[config.mk]
export PLATFORM = sky130hd
export DESIGN_NAME = ata_probe_ctrl
export DESIGN_NICKNAME = d
export VERILOG_FILES = /design/src/rtl/ata_probe_pkg.sv /design/src/rtl/ata_probe_rstsync.sv /design/src/rtl/ata_probe_timer.sv /design/src/rtl/ata_probe_idcap.sv /design/src/rtl/ata_probe_seq.sv /design/src/rtl/ata_probe_ctrl.sv
export SDC_FILE = /design/constraint.sdc
export NUM_CORES = 1
export LEC_CHECK = 0
export ABC_AREA = 1
export BUFFER_PORTS_ARGS = -buffer_cell sky130_fd_sc_hd__buf_2
export CELL_PAD_IN_SITES_DETAIL_PLACEMENT = 1
export CELL_PAD_IN_SITES_GLOBAL_PLACEMENT = 1
export CORE_ASPECT_RATIO = 1.4
export CORE_MARGIN = 4
export CORE_UTILIZATION = 36
export CTS_CLUSTER_DIAMETER = 50
export DETAILED_ROUTE_END_ITERATION = 7
export GPL_ROUTABILITY_DRIVEN = 0
export PLACE_DENSITY = 0.74
export SLEW_MARGIN = 0
export SYNTH_ARGS = -nofsm -noshare
export SYNTH_HDL_FRONTEND = slang
export SYNTH_SLANG_ARGS = --single-unit
[constraint.sdc]
create_clock -name clk -period 4.3 [get_ports clk]
set_clock_uncertainty 0.2 [all_clocks]
set_input_delay 0 -clock clk [delete_from_list [all_inputs] [get_ports clk]]
set_output_delay 0 -clock clk [all_outputs]
set_load 0.01 [all_outputs]
[src/rtl/ata_probe_pkg.sv]
package ata_probe_pkg;

  localparam int DATA_W   = 16;
  localparam int IDX_W    = 3;
  localparam int ID_WORDS = 256;
  localparam int WIDX_W   = $clog2(ID_WORDS);

  localparam logic [IDX_W-1:0] RIX_DATA   = 3'd0;
  localparam logic [IDX_W-1:0] RIX_SIGMID = 3'd4;
  localparam logic [IDX_W-1:0] RIX_SIGHI  = 3'd5;
  localparam logic [IDX_W-1:0] RIX_DRVSEL = 3'd6;
  localparam logic [IDX_W-1:0] RIX_CMDST  = 3'd7;

  localparam logic [7:0] CMD_IDENT   = 8'hEC;
  localparam logic [7:0] DRVSEL_BASE = 8'hA0;

  localparam int STB_BUSY = 7;
  localparam int STB_DREQ = 3;
  localparam int STB_FAIL = 0;

  localparam logic [7:0] SIG_PKT_MID = 8'h14;
  localparam logic [7:0] SIG_PKT_HI  = 8'hEB;
  localparam logic [7:0] SIG_SER_MID = 8'h3C;
  localparam logic [7:0] SIG_SER_HI  = 8'hC3;

  localparam int W28_BASE  = 60;
  localparam int W28_CNT   = 2;
  localparam int W48_BASE  = 100;
  localparam int W48_CNT   = 4;
  localparam int WFEAT     = 83;
  localparam int FEAT_BIT  = 10;

  typedef enum logic [2:0] {
    RES_NONE = 3'd0,
    RES_ATA  = 3'd1,
    RES_PKT  = 3'd2,
    RES_SER  = 3'd3,
    RES_FAIL = 3'd4
  } probe_res_e;

  typedef enum logic [3:0] {
    PS_IDLE, PS_WSEL, PS_WCMD, PS_RST0, PS_CST0,
    PS_RBSY, PS_CBSY, PS_RMID, PS_CMID, PS_RHI, PS_CHI,
    PS_RDRQ, PS_CDRQ, PS_RDAT, PS_CDAT
  } probe_st_e;

endpackage

[src/rtl/ata_probe_rstsync.sv]
module ata_probe_rstsync #(
  parameter int STAGES = 2
) (
  input  logic clk,
  input  logic rst_n_async,
  output logic rst_n_sync
);
  logic [STAGES-1:0] sync_q;

  always_ff @(posedge clk or negedge rst_n_async) begin
    if (!rst_n_async) sync_q <= '0;
    else              sync_q <= {sync_q[STAGES-2:0], 1'b1};
  end

  assign rst_n_sync = sync_q[STAGES-1];
endmodule

[src/rtl/ata_probe_timer.sv]
module ata_probe_timer #(
  parameter int CW = 16
) (
  input  logic          clk,
  input  logic          rst_n,
  input  logic          clr,
  input  logic          pend,
  input  logic [CW-1:0] lim,
  output logic          expire
);
  logic [CW-1:0] cnt_q, cnt_d;
  logic [CW:0]   cnt_inc;
  logic          cnt_en;

  assign cnt_inc = {1'b0, cnt_q} + {{CW{1'b0}}, 1'b1};
  // the pending read that brings the count up to the limit is the last one allowed
  assign expire  = pend && (cnt_inc >= {1'b0, lim});
  assign cnt_en  = clr || (pend && !expire);

  always_comb begin
    cnt_d = cnt_q;
    if (clr)                 cnt_d = '0;
    else if (pend && !expire) cnt_d = cnt_inc[CW-1:0];
  end

  always_ff @(posedge clk or negedge rst_n) begin
    if (!rst_n)      cnt_q <= '0;
    else if (cnt_en) cnt_q <= cnt_d;
  end
endmodule

[src/rtl/ata_probe_idcap.sv]
module ata_probe_idcap
  import ata_probe_pkg::*;
(
  input  logic                clk,
  input  logic                rst_n,
  input  logic                clr,
  input  logic                cap_en,
  input  logic [WIDX_W-1:0]   cap_idx,
  input  logic [DATA_W-1:0]   cap_word,
  output logic                lba28_ok,
  output logic [W28_CNT*DATA_W-1:0] lba28_sectors,
  output logic                lba48_ok,
  output logic [W48_CNT*DATA_W-1:0] lba48_sectors
);
  logic feat_q;

  genvar g;
  generate
    for (g = 0; g < W28_CNT; g++) begin : g_w28
      logic [DATA_W-1:0] w_q;
      logic              w_en;
      assign w_en = clr || (cap_en && (cap_idx == WIDX_W'(W28_BASE + g)));
      always_ff @(posedge clk or negedge rst_n) begin
        if (!rst_n)    w_q <= '0;
        else if (w_en) w_q <= clr ? '0 : cap_word;
      end
      assign lba28_sectors[g*DATA_W +: DATA_W] = w_q;
    end
    for (g = 0; g < W48_CNT; g++) begin : g_w48
      logic [DATA_W-1:0] w_q;
      logic              w_en;
      assign w_en = clr || (cap_en && (cap_idx == WIDX_W'(W48_BASE + g)));
      always_ff @(posedge clk or negedge rst_n) begin
        if (!rst_n)    w_q <= '0;
        else if (w_en) w_q <= clr ? '0 : cap_word;
      end
      assign lba48_sectors[g*DATA_W +: DATA_W] = w_q;
    end
  endgenerate

  logic feat_en;
  assign feat_en = clr || (cap_en && (cap_idx == WIDX_W'(WFEAT)));

  always_ff @(posedge clk or negedge rst_n) begin
    if (!rst_n)       feat_q <= 1'b0;
    else if (feat_en) feat_q <= clr ? 1'b0 : cap_word[FEAT_BIT];
  end

  assign lba48_ok = feat_q;
  assign lba28_ok = |lba28_sectors;
endmodule

[src/rtl/ata_probe_seq.sv]
module ata_probe_seq
  import ata_probe_pkg::*;
(
  input  logic                clk,
  input  logic                rst_n,
  input  logic                start,
  input  logic                drive_sel,
  input  logic [DATA_W-1:0]   rd_data,
  output logic [IDX_W-1:0]    reg_idx,
  output logic                rd_stb,
  output logic                wr_stb,
  output logic [DATA_W-1:0]   wr_data,
  output logic                tmr_clr,
  output logic                tmr_pend,
  input  logic                tmr_expire,
  output logic                cap_clr,
  output logic                cap_en,
  output logic [WIDX_W-1:0]   cap_idx,
  output logic                done,
  output logic [2:0]          result
);
  localparam logic [WIDX_W-1:0] LAST_WORD = WIDX_W'(ID_WORDS - 1);

  probe_st_e          st_q, st_d;
  probe_res_e         res_q, res_d;
  logic               done_q, done_d;
  logic [WIDX_W-1:0]  wcnt_q, wcnt_d;
  logic [7:0]         mid_q, mid_d;
  logic [7:0]         rd_lo;
  logic               finish;
  probe_res_e         fin_code;

  assign rd_lo = rd_data[7:0];

  // next-state and control decisions
  always_comb begin
    st_d     = st_q;
    wcnt_d   = wcnt_q;
    mid_d    = mid_q;
    tmr_clr  = 1'b0;
    tmr_pend = 1'b0;
    cap_clr  = 1'b0;
    cap_en   = 1'b0;
    finish   = 1'b0;
    fin_code = RES_FAIL;
    unique case (st_q)
      PS_IDLE: if (start) begin
        st_d    = PS_WSEL;
        cap_clr = 1'b1;
      end
      PS_WSEL: st_d = PS_WCMD;
      PS_WCMD: st_d = PS_RST0;
      PS_RST0: st_d = PS_CST0;
      PS_CST0: begin
        if (rd_lo == 8'h00) begin
          finish   = 1'b1;
          fin_code = RES_NONE;
        end else begin
          tmr_clr = 1'b1;
          st_d    = PS_RBSY;
        end
      end
      PS_RBSY: st_d = PS_CBSY;
      PS_CBSY: begin
        if (rd_lo[STB_BUSY]) begin
          tmr_pend = 1'b1;
          if (tmr_expire) finish = 1'b1;
          else            st_d   = PS_RBSY;
        end else begin
          st_d = PS_RMID;
        end
      end
      PS_RMID: st_d = PS_CMID;
      PS_CMID: begin
        mid_d = rd_lo;
        st_d  = PS_RHI;
      end
      PS_RHI: st_d = PS_CHI;
      PS_CHI: begin
        if ((mid_q != 8'h00) || (rd_lo != 8'h00)) begin
          finish = 1'b1;
          if ((mid_q == SIG_PKT_MID) && (rd_lo == SIG_PKT_HI))      fin_code = RES_PKT;
          else if ((mid_q == SIG_SER_MID) && (rd_lo == SIG_SER_HI)) fin_code = RES_SER;
          else                                                       fin_code = RES_FAIL;
        end else begin
          tmr_clr = 1'b1;
          st_d    = PS_RDRQ;
        end
      end
      PS_RDRQ: st_d = PS_CDRQ;
      PS_CDRQ: begin
        if (!rd_lo[STB_BUSY] && rd_lo[STB_FAIL]) begin
          finish = 1'b1;
        end else if (!rd_lo[STB_BUSY] && rd_lo[STB_DREQ]) begin
          wcnt_d = '0;
          st_d   = PS_RDAT;
        end else begin
          tmr_pend = 1'b1;
          if (tmr_expire) finish = 1'b1;
          else            st_d   = PS_RDRQ;
        end
      end
      PS_RDAT: st_d = PS_CDAT;
      PS_CDAT: begin
        cap_en = 1'b1;
        if (wcnt_q == LAST_WORD) begin
          finish   = 1'b1;
          fin_code = RES_ATA;
        end else begin
          wcnt_d = wcnt_q + 1'b1;
          st_d   = PS_RDAT;
        end
      end
      default: st_d = PS_IDLE;
    endcase
    if (finish) st_d = PS_IDLE;
    done_d = finish;
    res_d  = finish ? fin_code : res_q;
  end

  // registers
  always_ff @(posedge clk or negedge rst_n) begin
    if (!rst_n) begin
      st_q   <= PS_IDLE;
      res_q  <= RES_NONE;
      done_q <= 1'b0;
      wcnt_q <= '0;
      mid_q  <= '0;
    end else begin
      st_q   <= st_d;
      done_q <= done_d;
      if (finish) res_q <= res_d;
      if (st_q == PS_CDRQ || st_q == PS_CDAT) wcnt_q <= wcnt_d;
      if (st_q == PS_CMID) mid_q <= mid_d;
    end
  end

  // bus drive decoded from the state register
  always_comb begin
    reg_idx = RIX_DATA;
    rd_stb  = 1'b0;
    wr_stb  = 1'b0;
    wr_data = '0;
    unique case (st_q)
      PS_WSEL: begin
        wr_stb  = 1'b1;
        reg_idx = RIX_DRVSEL;
        wr_data = {8'h00, DRVSEL_BASE | {3'b000, drive_sel, 4'h0}};
      end
      PS_WCMD: begin
        wr_stb  = 1'b1;
        reg_idx = RIX_CMDST;
        wr_data = {8'h00, CMD_IDENT};
      end
      PS_RST0, PS_RBSY, PS_RDRQ: begin
        rd_stb  = 1'b1;
        reg_idx = RIX_CMDST;
      end
      PS_RMID: begin
        rd_stb  = 1'b1;
        reg_idx = RIX_SIGMID;
      end
      PS_RHI: begin
        rd_stb  = 1'b1;
        reg_idx = RIX_SIGHI;
      end
      PS_RDAT: begin
        rd_stb  = 1'b1;
        reg_idx = RIX_DATA;
      end
      default: ;
    endcase
  end

  assign cap_idx = wcnt_q;
  assign done    = done_q;
  assign result  = res_q;
endmodule

[src/rtl/ata_probe_ctrl.sv]
module ata_probe_ctrl
  import ata_probe_pkg::*;
#(
  parameter int TW = 16
) (
  input  logic          clk,
  input  logic          rst_n,
  input  logic          start,
  input  logic          drive_sel,
  input  logic [TW-1:0] timeout_lim,
  output logic [2:0]    reg_idx,
  output logic          rd_stb,
  output logic          wr_stb,
  output logic [15:0]   wr_data,
  input  logic [15:0]   rd_data,
  output logic          done,
  output logic [2:0]    result,
  output logic          lba28_ok,
  output logic [31:0]   lba28_sectors,
  output logic          lba48_ok,
  output logic [63:0]   lba48_sectors
);
  logic              rst_n_sync;
  logic              tmr_clr, tmr_pend, tmr_expire;
  logic              cap_clr, cap_en;
  logic [WIDX_W-1:0] cap_idx;

  ata_probe_rstsync #(.STAGES(2)) u_rst (
    .clk(clk), .rst_n_async(rst_n), .rst_n_sync(rst_n_sync)
  );

  ata_probe_seq u_seq (
    .clk(clk), .rst_n(rst_n_sync), .start(start), .drive_sel(drive_sel),
    .rd_data(rd_data), .reg_idx(reg_idx), .rd_stb(rd_stb), .wr_stb(wr_stb),
    .wr_data(wr_data), .tmr_clr(tmr_clr), .tmr_pend(tmr_pend),
    .tmr_expire(tmr_expire), .cap_clr(cap_clr), .cap_en(cap_en),
    .cap_idx(cap_idx), .done(done), .result(result)
  );

  ata_probe_timer #(.CW(TW)) u_tmr (
    .clk(clk), .rst_n(rst_n_sync), .clr(tmr_clr), .pend(tmr_pend),
    .lim(timeout_lim), .expire(tmr_expire)
  );

  ata_probe_idcap u_cap (
    .clk(clk), .rst_n(rst_n_sync), .clr(cap_clr), .cap_en(cap_en),
    .cap_idx(cap_idx), .cap_word(rd_data), .lba28_ok(lba28_ok),
    .lba28_sectors(lba28_sectors), .lba48_ok(lba48_ok),
    .lba48_sectors(lba48_sectors)
  );
endmodule

* Word level (Yosys, flattened, before mapping) *
Index checks and enable logic that the tools add are counted.

storage, ports and cells
  register bits = 139
  latch bits = 0
  RAM bits = 0
  memory bits (read-only) = 0
  input port bits = 36
  output and inout port bits = 123
  memories kept = 0

cells by class
  add/sub/neg operators = 2
  $mul = 0
  div/mod/pow operators = 0
  $lt $le $gt $ge = 1
  equal/unequal tests = 36
  shifts and indexed selects = 0
  multiplexer cells = 47
  bitwise logic cells = 0
  reductions and logical operators = 38

operator list
  cell                     number
  $pmux W4 S15             1
  $mux W16                 3
  $eq A8 B7 Y1 const B     5
  $mux W4                  10
  $pmux W8 S2              2
  $reduce_or A32 Y1        1
  $eq A4 B4 Y1 const B     7
  $eq A8 B6 Y1 const B     3
  $eq A8 B8 Y1 const B     3
  $mux W8                  3
  $mux W1                  18
  $add A16 B1 Y17 const B  1
  $ge A17 B16 Y1           1
  $eq A4 B3 Y1 const B     4
  $reduce_bool A8 Y1       2
  $mux W3                  5
  $ne A3 B2 Y1 const B     5
  $logic_and A1 B1 Y1      13
  $pmux W3 S4              1
  $logic_or A1 B1 Y1       10
  $pmux W3 S3              1
  $add A8 B1 Y8 const B    1
  $eq A4 B2 Y1 const B     2
  $eq A8 B5 Y1 const B     1
  16 further kinds         21

* Longest topological paths before layout *
  depth in word-level cells = 12
  mapped depth = 18
  gate-level depth less buffers = 18

* Hierarchy *
From an unflattened synthesis, not the netlist that was laid out.

unflattened totals
  cell total of the unflattened synthesis = 1018
  area, all modules = 7947.6 µm²

by module, submodules not included
  module             instances  cells an instance  area each (µm²)  seq. area each (µm²)
  ata_probe_idcap    1          528                4563.1           2427.3
  ata_probe_seq      1          232                1710.4           600.6
  ata_probe_timer    1          255                1620.3           400.4
  ata_probe_rstsync  1          3                  53.8             50.0

* Worst setup path after synthesis *
Ideal clock, no wire load.

  path type = reg2reg
  from = register u_tmr.cnt_q[0]
  to = register u_tmr.cnt_q[5]
  setup time = 0.118 ns
  arrival = 2.476 ns
  data required time = 3.982 ns
  path slack = 1.506 ns
  stages on the path, launching flop included = 18
  clock period less this slack = 2.794 ns
  cells stage by stage = dfrtp_1 -> ha_1 -> nand3_1 -> nor2_1 -> and2_1 -> nand2_1 -> xor2_1 -> ha_1 -> nand2_1 -> nor2_1 -> nand2_1 -> o21ai_0 -> nand2_1 -> and2_4 -> buf_6 -> buf_8 -> nand4_1 -> nand2_1

between the ends
  longest elaborated chain between the ends = 7

RTL lines
  item                                                                       line                                          text
  from (decl)                                                                ata_probe_timer.sv:11                         logic [CW-1:0] cnt_q, cnt_d;
  from (signal assigned)                                                     ata_probe_timer.sv:28                         else if (cnt_en) cnt_q <= cnt_d;
  $add A16 B1 Y17 *                                                          ata_probe_timer.sv:15                         assign cnt_inc = {1'b0, cnt_q} + {{CW{1'b0}}, 1'b1};
  $ge A17 B16 Y1                                                             ata_probe_timer.sv:17                         assign expire = pend && (cnt_inc >= {1'b0, lim});
  $logic_and A1 B1 Y1                                                        ata_probe_timer.sv:17
  $logic_not A1 Y1                                                           ata_probe_timer.sv:18, ata_probe_timer.sv:23
  $logic_and A1 B1 Y1                                                        ata_probe_timer.sv:18, ata_probe_timer.sv:23
  $reduce_bool A2 Y1 (no line) / $logic_or A1 B1 Y1 (equally long branches)  n/a
  $reduce_and A2 Y1 (no line)                                                n/a

Every way passes the cells marked *; elsewhere a longest branch is shown, timed or not. The select of a mux whose other input is x is not followed.
A chain may end at the register's enable or synchronous reset.

* Final worst setup path *
  from = register u_tmr.cnt_q[0]
  to = register u_tmr.cnt_q[4]

The elaborated chain is that of the path after synthesis.

==> metrics.md <==
| Metric | Value |
|---|---|
| CP startpoint kind | flop |
| Worst hold path class | input port to output port |
| Primary FF master, synth | dfrtp_1 |
| Switching Power | 2.29 mW |
| Post-CTS sizing | 0 |
| Busiest layer in global routing | met2 |
| Via/cell ratio | 4.98 |
| Initial antenna violation count | 0 |
| I/O pins | 159 |
| Cells after synthesis | approximately 800 |
| Synthesized area per cell | between 8 and 9 µm² |
| Status | complete, no violations |
| Final #Nets | between 1000 and 1500 |
| Post-synth EDFFs | 0 |
| Switching Fraction | 40.7% |
| M3 GR Usage | 6.33% |
| WL per Instance | 17.1 µm |
| Share of layout cells above drive strength 1 | 23.3% |
| Final hold slack | between 0.1 and 0.15 ns |
| Max-slew violation count | 0 |
| Rows | 59 |
| Vias in the first global route | 6463 |
| Synthesis Warnings | 0 |
| Clock slew at reported path FFs | approximately 0.06 ns |
| Most common cell in the netlist | nand2_1 |
| Die H | 172 µm |
| Pin count of the biggest net entering global routing | 138 |
| Internal | 3.33 mW |
| Flop pwr share | between 30% and 40% |
| First drt pass iteration count | 4 |
| CP Max Fanout | 16 |
| Setup Viol. Count Final | 0 |
| Setup TNS | 0 ns |
| DRC marker count from the first detailed-route iteration | 278 |
| Total number of vias | slightly above 6000 |
| CORE AREA | between 15000 and 20000 µm² |
| Post-Syn Area | slightly below 7000 µm² |
| R2r setup slk | 1.18 ns |
| Worst setup margin | 1.18 ns |
| Pleak | 4.45 nW |
| Area of the die | 21600 µm² |
| Fin crit share | just over 70% |
| Ranking of synthesized cells by area | dfrtp_1, nand2_1, o21ai_1 |
| Worst VDD drop | 0.000361 V |
| Sink Count | 139 |
| Crit path DAT | around 3.2 ns |
| RSZ-0062 raised after global routing | no |
| Tot Pwr | 5.62 mW |
| DRC violations left | 0 |
| Root buffer cell | clkbuf_16 |
| Ant. Diodes | 0 |
| Comb power frac | around 36% |
| CTS tree | done |
| Post-route insts no fill | between 1000 and 1500 |
| Clock network power share | between 20% and 30% |
| Tmin final | 3.12 ns |
| ANT nets after route | 0 |
| CTS buffer count | 17 |
| H-tree levels | 4 |
| WL final | between 20000 and 25000 µm |
| Max_cap viols | 0 |
| Grt met1 use | between 20 and 25% |
| Flip-flop and latch count after synthesis | 139 |
| Gr ovfl total | 0 |
| Initial Utilization | 37.0% |
| Clock Latency Late Sink | 0.42 ns |
| Hold Vio Cnt, Final | 0 |
| Share of the synthesized area in the top cell type | 50.2% |
| Buffers added on ports | 148 |
| DP Worst Slack | approximately 1.2 ns |
| Crit. End Element | flop |
| Sequential share of the synthesized area | 50.2% |
| First-pass GRT wire length | 33900 µm |
| Top cells by count, synth | nand2_1, dfrtp_1, o21ai_1 |
| Slew HR | approximately 18% |
| Worst-margin pin slew | 1.23 ns |
| # placed instances | 1164 |
| GR Util All Layers | approximately a fifth |
| Max Buffers Root-to-Sink | 2 |
| Fmax | between 300 and 400 MHz |
| Pwr dens | about 660 nW/µm² |
| Layout area overhead | 22.3% |
| Fraction of registers with async set/reset | between 90% and 100% |
| Met2 Use GR | 34.8% |
| Critical Path RT | 4.40 ns |
| Netlist cell types | between 40 and 50 |
| Largest area contributor in the netlist | dfrtp_1 |
| Die width | 125 µm |
| DPL Wire Length | 15300 µm |
| CP Class | flop to flop |
[timing repair]
action,CTS,global route
hold buffers,19,0
hold endpoints to repair,98,0
buffers inserted,0,0
[worst max-delay path, stage by stage, from the launching register on]
cell	delay, ns
dfrtp_1	0.42
ha_1	0.23
nand3_1	0.12
nor2_1	0.19
and2_1	0.19
nand2_1	0.07
xor2_1	0.17
ha_1	0.35
nand2_1	0.09
nor2_1	0.09
nand2_1	0.07
o21ai_0	0.16
nand2_1	0.16
and2_4	0.27
nand4_1	0.12
nand2_1	0.08
[power by group through the flow]
stage          Combinational, mW  Clock (mW)  Sequential, mW
2_1_floorplan               1.11           0            2.31
3_3_place_gp                1.99           0            2.18
3_5_place_dp                2.06           0            2.19
4_1_cts                     2.08        1.43            2.19
5_1_grt                     2.32        1.50            2.25
6_report                    2.03        1.41            2.18
[layout by cell type (no fill, tap or decap), types with 3 or more instances in the layout]
master         Yosys  routed
inv_2              9       9
o22ai_1            4       4
nand3b_1           3       3
nand2_2            7       7
inv_8              0       4
nand3_1           39      39
clkbuf_16          0      17
nor4_1            12      12
nand4_1           27      27
inv_1             62      62
ha_1              21      21
xor2_1            15      15
conb_1             2      11
a21oi_1           12      12
o21ai_1           91      91
o21ai_0           19      19
nor2_1            43      43
nor3_1             9       9
nand2_1          208     208
dfrtp_1          139     138
xnor2_1            4       4
inv_6              0       4
nor2_2            10      10
dlygate4sd3_1      0      19
buf_4             19       3
clkinv_4           0       3
nand2_4            3       3
buf_2             10     148
nor2_4             3       3
[flip-flops by register name (all words and copies together), names as in the netlist, 2 cells and up]
name,count
u_cap.g_w48.w_q,64
u_seq.result,3
u_cap.g_w28.w_q,32
u_tmr.cnt_q,16
u_seq.mid_q,8
u_seq.st_q,4
u_rst.sync_q,2
u_seq.cap_idx,8
[layout make-up]
type / instances / area, µm²
flip-flops and latches: 139 / 3480
clock inverters: 14 / 126
multi-input cells: 556 / 2880
clock buffers: 18 / 439
fillers: 2307 / 10300
well taps: 244 / 305
repair buffers: 171 / 973
inverters: 73 / 277
[through the flow]
step / util (%) / cell area [µm²]
2_1_floorplan: - / 6970
3_3_place_gp: 41.2 / 7720
3_5_place_dp: 41.2 / 7720
4_1_cts: 45.2 / 8480
5_1_grt: 45.2 / 8480
6_report: 45.2 / 8480
[metal layers]
metal  wire length [µm]  vias to the layer above
li1                   -                     2950
met1               8460                     2949
met2              10600                      130
met3               1320                       25
met4                404                        0
met5                  0                        -
[worst paths after layout]
| path | from | to | depth (start not counted) |
|---|---|---|---|
| worst max-delay path | u_tmr.cnt_q[0] | u_tmr.cnt_q[4] | 15 |
| worst min-delay path | drive_sel | wr_data[4] | 3 |
| worst max register to register | u_tmr.cnt_q[0] | u_tmr.cnt_q[4] | 15 |
| worst min register to register | u_rst.sync_q[0] | u_rst.sync_q[1] | 0 |
| max in group asynchronous | u_rst.sync_q[1] | u_cap.g_w48[2].w_q[6] | 1 |
| min in group asynchronous | u_rst.sync_q[1] | u_cap.g_w48[3].w_q[0] | 1 |
[kinds of logic (layout without fill, tap and decap cells)]
group / count (synthesis) / after routing / synth area share [%]
AND/OR/NAND/NOR: 371 / 371 / 24.4
flip-flops: 139 / 139 / 50.2
AO/OA/AOI/OAI: 134 / 134 / 10.3
buffers and inverters: 115 / 276 / 8.82
adder cells (fa/ha/maj): 21 / 21 / 3.79
XOR/XNOR: 19 / 19 / 2.40
other: 2 / 11 / 0.108
(Power assumes the default switching activity.)
